## config.mk

```make
export PLATFORM = sky130hd
export DESIGN_NAME = pin_mux_port
export DESIGN_NICKNAME = d
export VERILOG_FILES = /design/src/rtl/pmp_pkg.sv /design/src/rtl/pmp_sync.sv /design/src/rtl/pmp_regfile.sv /design/src/rtl/pmp_pin_mux.sv /design/src/rtl/pin_mux_port.sv
export SDC_FILE = /design/constraint.sdc
export NUM_CORES = 1
export LEC_CHECK = 0
export ABC_AREA = 1
export BUFFER_PORTS_ARGS = -buffer_cell sky130_fd_sc_hd__buf_2
export CAP_MARGIN = 30
export CELL_PAD_IN_SITES_DETAIL_PLACEMENT = 1
export CELL_PAD_IN_SITES_GLOBAL_PLACEMENT = 1
export CORE_ASPECT_RATIO = 0.5
export CORE_MARGIN = 8
export CORE_UTILIZATION = 41
export CTS_BUF_LIST = sky130_fd_sc_hd__clkbuf_2 sky130_fd_sc_hd__clkbuf_4 sky130_fd_sc_hd__clkbuf_8
export CTS_CLUSTER_DIAMETER = 120
export DETAILED_ROUTE_END_ITERATION = 8
export HOLD_SLACK_MARGIN = 0.05
export PLACE_DENSITY_LB_ADDON = 0.3
export SETUP_SLACK_MARGIN = 0.02
export SYNTH_ARGS = -nofsm -noshare
export SYNTH_HDL_FRONTEND = slang
export SYNTH_SLANG_ARGS = --single-unit
```

## constraint.sdc

```tcl
create_clock -name clk -period 3.35 [get_ports clk]
set_input_delay 0.5025 -clock clk [delete_from_list [all_inputs] [get_ports clk]]
set_output_delay 0.5025 -clock clk [all_outputs]
set_load 0.02 [all_outputs]
```

## src/rtl/pmp_pkg.sv

```systemverilog
package pmp_pkg;

  localparam int BUS_W   = 32;
  localparam int FIELD_W = 4;
  localparam int PINS_PER_WORD = BUS_W / FIELD_W;

  localparam logic [FIELD_W-1:0] CODE_INPUT  = 4'h0;
  localparam logic [FIELD_W-1:0] CODE_OUTPUT = 4'h1;
  localparam int                 CODE_ALT_BASE = 2;

  typedef enum logic [1:0] {
    MODE_INPUT  = 2'd0,
    MODE_OUTPUT = 2'd1,
    MODE_ALT    = 2'd2,
    MODE_FLOAT  = 2'd3
  } pin_mode_e;

  // Byte offset of the data word for a given bank width.
  function automatic int data_offset(input int num_pins);
    return (num_pins > PINS_PER_WORD) ? 8 : 4;
  endfunction

  // Byte offset of the function word that holds pin p.
  function automatic int cfg_offset(input int p);
    return (p / PINS_PER_WORD) * 4;
  endfunction

  // Mode selected by a function code when n_alt alternates exist.
  function automatic pin_mode_e classify(input logic [FIELD_W-1:0] code, input int n_alt);
    if (code == CODE_INPUT)  return MODE_INPUT;
    if (code == CODE_OUTPUT) return MODE_OUTPUT;
    if (int'(code) - CODE_ALT_BASE < n_alt) return MODE_ALT;
    return MODE_FLOAT;
  endfunction

endpackage

```

## src/rtl/pmp_sync.sv

```systemverilog
module pmp_sync #(
  parameter int WIDTH  = 16,
  parameter int STAGES = 2
) (
  input  logic             clk,
  input  logic             rst_n,
  input  logic [WIDTH-1:0] d,
  output logic [WIDTH-1:0] q
);

  for (genvar i = 0; i < WIDTH; i++) begin : g_bit
    logic [STAGES-1:0] chain;
    always_ff @(posedge clk or negedge rst_n) begin
      if (!rst_n) chain <= '0;
      else        chain <= {chain[STAGES-2:0], d[i]};
    end
    assign q[i] = chain[STAGES-1];
  end

endmodule

```

## src/rtl/pmp_regfile.sv

```systemverilog
module pmp_regfile
  import pmp_pkg::*;
#(
  parameter int NUM_PINS = 16,
  parameter int ADDR_W   = 8
) (
  input  logic                        clk,
  input  logic                        rst_n,
  input  logic                        sel,
  input  logic                        wr,
  input  logic [ADDR_W-1:0]           addr,
  input  logic [BUS_W-1:0]            wdata,
  output logic [BUS_W-1:0]            rdata,
  input  logic [NUM_PINS-1:0]         sync_in,
  output logic [FIELD_W*NUM_PINS-1:0] cfg_flat,
  output logic [NUM_PINS-1:0]         latch_q,
  output logic                        data_wr
);

  localparam int NUM_WORDS = (NUM_PINS + PINS_PER_WORD - 1) / PINS_PER_WORD;
  localparam logic [ADDR_W-1:0] DATA_OFF = ADDR_W'(data_offset(NUM_PINS));

  logic [FIELD_W-1:0] cfg_q [NUM_PINS];
  logic [NUM_WORDS-1:0] cfg_hit;
  logic unused_wdata;

  assign unused_wdata = ^wdata;
  assign data_wr = sel && wr && (addr == DATA_OFF);

  for (genvar w = 0; w < NUM_WORDS; w++) begin : g_word
    assign cfg_hit[w] = sel && wr && (addr == ADDR_W'(w * 4));
  end

  for (genvar p = 0; p < NUM_PINS; p++) begin : g_field
    always_ff @(posedge clk or negedge rst_n) begin
      if (!rst_n)
        cfg_q[p] <= CODE_INPUT;
      else if (cfg_hit[p / PINS_PER_WORD])
        cfg_q[p] <= wdata[FIELD_W*(p % PINS_PER_WORD) +: FIELD_W];
    end
    assign cfg_flat[FIELD_W*p +: FIELD_W] = cfg_q[p];
  end

  always_ff @(posedge clk or negedge rst_n) begin
    if (!rst_n)       latch_q <= '0;
    else if (data_wr) latch_q <= wdata[NUM_PINS-1:0];
  end

  always_comb begin
    rdata = '0;
    for (int p = 0; p < NUM_PINS; p++) begin
      if (addr == ADDR_W'(cfg_offset(p)))
        rdata[FIELD_W*(p % PINS_PER_WORD) +: FIELD_W] = cfg_q[p];
      if (addr == DATA_OFF)
        rdata[p] = (cfg_q[p] == CODE_OUTPUT) ? latch_q[p] : sync_in[p];
    end
  end

endmodule

```

## src/rtl/pmp_pin_mux.sv

```systemverilog
module pmp_pin_mux
  import pmp_pkg::*;
#(
  parameter int NUM_PINS = 16,
  parameter int NUM_ALT  = 3
) (
  input  logic [FIELD_W*NUM_PINS-1:0] cfg_flat,
  input  logic [NUM_PINS-1:0]         latch_q,
  input  logic [NUM_ALT*NUM_PINS-1:0] alt_out,
  input  logic [NUM_ALT*NUM_PINS-1:0] alt_oe,
  output logic [NUM_PINS-1:0]         pad_out,
  output logic [NUM_PINS-1:0]         pad_oe
);

  for (genvar p = 0; p < NUM_PINS; p++) begin : g_pin
    logic [FIELD_W-1:0] code;
    pin_mode_e          mode;

    assign code = cfg_flat[FIELD_W*p +: FIELD_W];
    assign mode = classify(code, NUM_ALT);

    always_comb begin
      pad_out[p] = 1'b0;
      pad_oe[p]  = 1'b0;
      case (mode)
        MODE_OUTPUT: begin
          pad_out[p] = latch_q[p];
          pad_oe[p]  = 1'b1;
        end
        MODE_ALT: begin
          for (int k = 0; k < NUM_ALT; k++) begin
            if (int'(code) == k + CODE_ALT_BASE) begin
              pad_out[p] = alt_out[k*NUM_PINS + p];
              pad_oe[p]  = alt_oe[k*NUM_PINS + p];
            end
          end
        end
        default: ;
      endcase
    end
  end

endmodule

```

## src/rtl/pin_mux_port.sv

```systemverilog
module pin_mux_port
  import pmp_pkg::*;
#(
  parameter int NUM_PINS = 16,
  parameter int NUM_ALT  = 3,
  parameter int ADDR_W   = 8
) (
  input  logic                        clk,
  input  logic                        rst_n,
  input  logic                        bus_sel,
  input  logic                        bus_wr,
  input  logic [ADDR_W-1:0]           bus_addr,
  input  logic [31:0]                 bus_wdata,
  output logic [31:0]                 bus_rdata,
  input  logic [NUM_PINS-1:0]         pad_in,
  input  logic [NUM_ALT*NUM_PINS-1:0] alt_out,
  input  logic [NUM_ALT*NUM_PINS-1:0] alt_oe,
  output logic [NUM_PINS-1:0]         pad_out,
  output logic [NUM_PINS-1:0]         pad_oe
);

  logic [NUM_PINS-1:0]         sync_q;
  logic [FIELD_W*NUM_PINS-1:0] cfg_flat;
  logic [NUM_PINS-1:0]         latch_q;
  logic                        data_wr;

  pmp_sync #(.WIDTH(NUM_PINS), .STAGES(2)) u_sync (
    .clk   (clk),
    .rst_n (rst_n),
    .d     (pad_in),
    .q     (sync_q)
  );

  pmp_regfile #(.NUM_PINS(NUM_PINS), .ADDR_W(ADDR_W)) u_regs (
    .clk      (clk),
    .rst_n    (rst_n),
    .sel      (bus_sel),
    .wr       (bus_wr),
    .addr     (bus_addr),
    .wdata    (bus_wdata),
    .rdata    (bus_rdata),
    .sync_in  (sync_q),
    .cfg_flat (cfg_flat),
    .latch_q  (latch_q),
    .data_wr  (data_wr)
  );

  pmp_pin_mux #(.NUM_PINS(NUM_PINS), .NUM_ALT(NUM_ALT)) u_mux (
    .cfg_flat (cfg_flat),
    .latch_q  (latch_q),
    .alt_out  (alt_out),
    .alt_oe   (alt_oe),
    .pad_out  (pad_out),
    .pad_oe   (pad_oe)
  );

endmodule

```

==> impl_metrics.tcl <==
set metrics [dict create \
    power_density_nw_per_um2 293 \
    outcome "completed" \
    gp_congestion 0.860 \
    cp_top_family "simple AND/OR/NAND/NOR gates" \
    synth.distinct_cells 22 \
    seqCellArea_um2 2800 \
    drt-initial-drc-count 335 \
    core_um2 19200 \
    antenna_found_initial 1 \
    synth_edf_count 0 \
    track_usage 0.217 \
    slowest_delay_ns 0.48 \
    ys_top_cells_by_area "dfrtp_1, nand2_1, inv_1" \
    insertion_delay_ns 0.37 \
    synth-seq-area-share 0.354 \
    instances_no_fill 1649 \
    pre_cts_ws_ns 0.722 \
    power_frac_seq 0.518 \
    start_kind "flop" \
    initial_core_util 0.413 \
    synthFlopType "dfrtp_1" \
    maxSlewViolCount 0 \
    netSwitchingFraction 0.300 \
    num_rows 36 \
    detailed_place_hpwl_um 21800 \
    ant_nets 0 \
    fin_util 0.494 \
    synth_area_um2 7920 \
    whs_ns 0.220 \
    path_max_fanout 6 \
    netlist.area_leader.share 0.354 \
    relSlewSlack 0.425 \
    design.portCount 220 \
    synth_cells 1160 \
    synth.most_common_cell "nand2_1" \
    cap_violations 0 \
    path_cells "nor2_1 > inv_1 > nor2_1 > inv_1 > nand2_1 > nand2_1 > inv_1 > ha_1 > nand2_1 > inv_1 > nand2_1 > a21oi_1 > buf_2" \
    cts_buffers 9 \
    grt_pass1_vias 8875 \
    die_area_um2 24300 \
    setup_slack_ns 0.381 \
    async_reset_ff_frac 1.00 \
    finalClockSkew_ns 0.00981 \
    htree_levels 3 \
    die_h_um 114 \
    ys.warnings.count 0 \
    wire_per_inst_um 16.0 \
    drive_above_1_share 0.202 \
    die_x_um 213 \
    ctsLongestPathBuffers 2 \
    syn-num-nets 1364 \
    hold_path_class "primary input to flop" \
    multi_input_area_um2 4070 \
    path_class "flop to primary output" \
    avgSynthCellArea_um2 6.83 \
    crit_arrival_ns 2.47 \
    clkSinkCount 112 \
    p_leak_nw 5.41 \
    internal_power_mw 1.95 \
    fmax_mhz 337 \
    hold_viol_final 0 \
    clk_pin_slew_ns 0.12 \
    gr-total-overflow 0 \
    peakVddDrop_uv 201 \
    cts_root_buf "clkbuf_8" \
    fin_setup_tns_ns 0 \
    finalCritPeriodShare 0.886 \
    synth_seq_cells 112 \
    finalCriticalPeriod_ns 2.97 \
    synth_area_leader_cell "dfrtp_1" \
    worst_setup_path_end_kind "primary output" \
    viasPerCell 4.94 \
    cts_tree "done" \
    io_buffer_count 219 \
    rsz0062_at_grt "no" \
    dr.pass1.iters 7 \
    wirelength_um 26400 \
    fin_nets 1580 \
    finalSetupViolCount 0 \
    crit_slowest_cell "dfrtp_1" \
    grt_start_max_net_pins 65 \
    crit_buf_inv 5 \
    dp.cells 1630 \
    synth_common_cells "nand2_1, inv_1, nand3_1" \
    vias 8148 \
    grt_first_pass_wirelength_um 43100 \
    pwr-share-comb 0.177 \
    fillers 2640 \
    required_ns 2.85 \
    power_switching_mw 0.836 \
    drc 0 \
    pwr-share-clk 0.305 \
    worst_slew_pin_slew_ns 0.862 \
    syn2layout_area_growth_pct 19.7 \
]
[timing repair]
| action | 4_1_cts | 5_1_grt |
|---|---|---|
| hold buffers | 1 | 0 |
| resized for setup | 0 | 0 |
| setup buffers | 0 | 0 |
| endpoints found under the hold margin | 21 | 0 |
[power by group through the flow]
stage	Clock (mW)	Combinational (mW)	Sequential, mW
3_5_place_dp	0	0.495	1.47
5_1_grt	0.919	0.566	1.45
2_1_floorplan	0	0.286	1.45
4_1_cts	0.876	0.500	1.44
3_3_place_gp	0	0.461	1.47
6_report	0.849	0.491	1.44
[metrics by stage]
step / power [mW] / area (um2)
5_1_grt: 2.94 / 9480
6_report: 2.78 / 9490
3_3_place_gp: 1.93 / 9270
4_1_cts: 2.82 / 9480
2_1_floorplan: 1.74 / 7920
3_5_place_dp: 1.97 / 9270
[sequential cells by signal (all words and copies together), names as in the netlist]
| signal | flops |
|---|---|
| u_regs.latch_q | 16 |
| u_sync.g_bit.chain | 32 |
| u_regs.cfg_flat | 64 |
[area by class of cell]
class / count / share of cell area
antenna: 3 / 0.000791
sequential: 112 / 0.295
clock buffer: 9 / 0.0131
timing repair buffer: 227 / 0.124
clock inverter: 6 / 0.00818
inverter: 240 / 0.0950
multi-input combinational: 786 / 0.429
tap: 266 / 0.0351
[final timing paths]
| kind | start | to | slack, ns | cells after the start |
|---|---|---|---|---|
| min reg2reg | u_sync.g_bit[1].chain[0]$_DFF_PN0_ | u_sync.g_bit[1].chain[1]$_DFF_PN0_ | 0.36 | 0 |
| min | pad_in[10] | u_sync.g_bit[10].chain[0]$_DFF_PN0_ | 0.22 | 1 |
| max | u_regs.cfg_flat[63]$_DFFE_PN0P_ | pad_oe[15] | 0.38 | 13 |
| max reg2reg | u_regs.cfg_flat[9]$_DFFE_PN0P_ | u_regs.cfg_flat[9]$_DFFE_PN0P_ | 2.53 | 2 |
| max in group asynchronous | rst_n | u_regs.cfg_flat[46]$_DFFE_PN0P_ | 1.98 | 3 |
| min in group asynchronous | rst_n | u_sync.g_bit[9].chain[0]$_DFF_PN0_ | 0.59 | 2 |
[cells by family (layout without fill, tap and decap cells)]
family	count (synthesis)	count (layout)	synth area share
AND/OR/NAND/NOR	577	577	0.308
buffers and inverters	262	482	0.133
AO/OA/AOI/OAI	145	145	0.112
flip-flops	112	112	0.354
adder cells (fa/ha/maj)	48	48	0.0758
XOR/XNOR	16	16	0.0177
other	0	3	0
[routing by layer]
| metal | GRT usage | vias to the layer above | share of wire |
|---|---|---|---|
| li1 | - | 4046 | - |
| met1 | 0.264 | 3956 | 0.43 |
| met2 | 0.404 | 125 | 0.51 |
| met3 | 0.0333 | 21 | 0.042 |
| met4 | 0.0425 | 0 | 0.012 |
| met5 | 0 | - | 0 |
[cell usage in the layout (no fill, tap or decap)]
cell type / Yosys / routed
clkinvlp_4: 0 / 1
dfrtp_1: 112 / 112
a21oi_1: 35 / 35
a22o_1: 2 / 2
nand3b_1: 11 / 11
ha_1: 48 / 48
inv_8: 0 / 2
nor2_2: 1 / 1
nand2_1: 306 / 306
nand2_4: 1 / 1
buf_12: 0 / 1
diode_2: 0 / 3
o21ai_0: 12 / 12
nand3_1: 154 / 154
inv_1: 240 / 240
clkbuf_8: 0 / 9
o21ai_2: 30 / 30
buf_4: 3 / 7
bufinv_16: 0 / 1
nor2_1: 98 / 98
xnor2_1: 16 / 16
nor2_4: 3 / 3
clkinv_4: 0 / 2
buf_2: 12 / 218
dlygate4sd3_1: 0 / 1
o211ai_1: 16 / 16
o21ai_1: 50 / 50
nand2_2: 3 / 3
No activity file was read; power rests on OpenSTA's default activity.
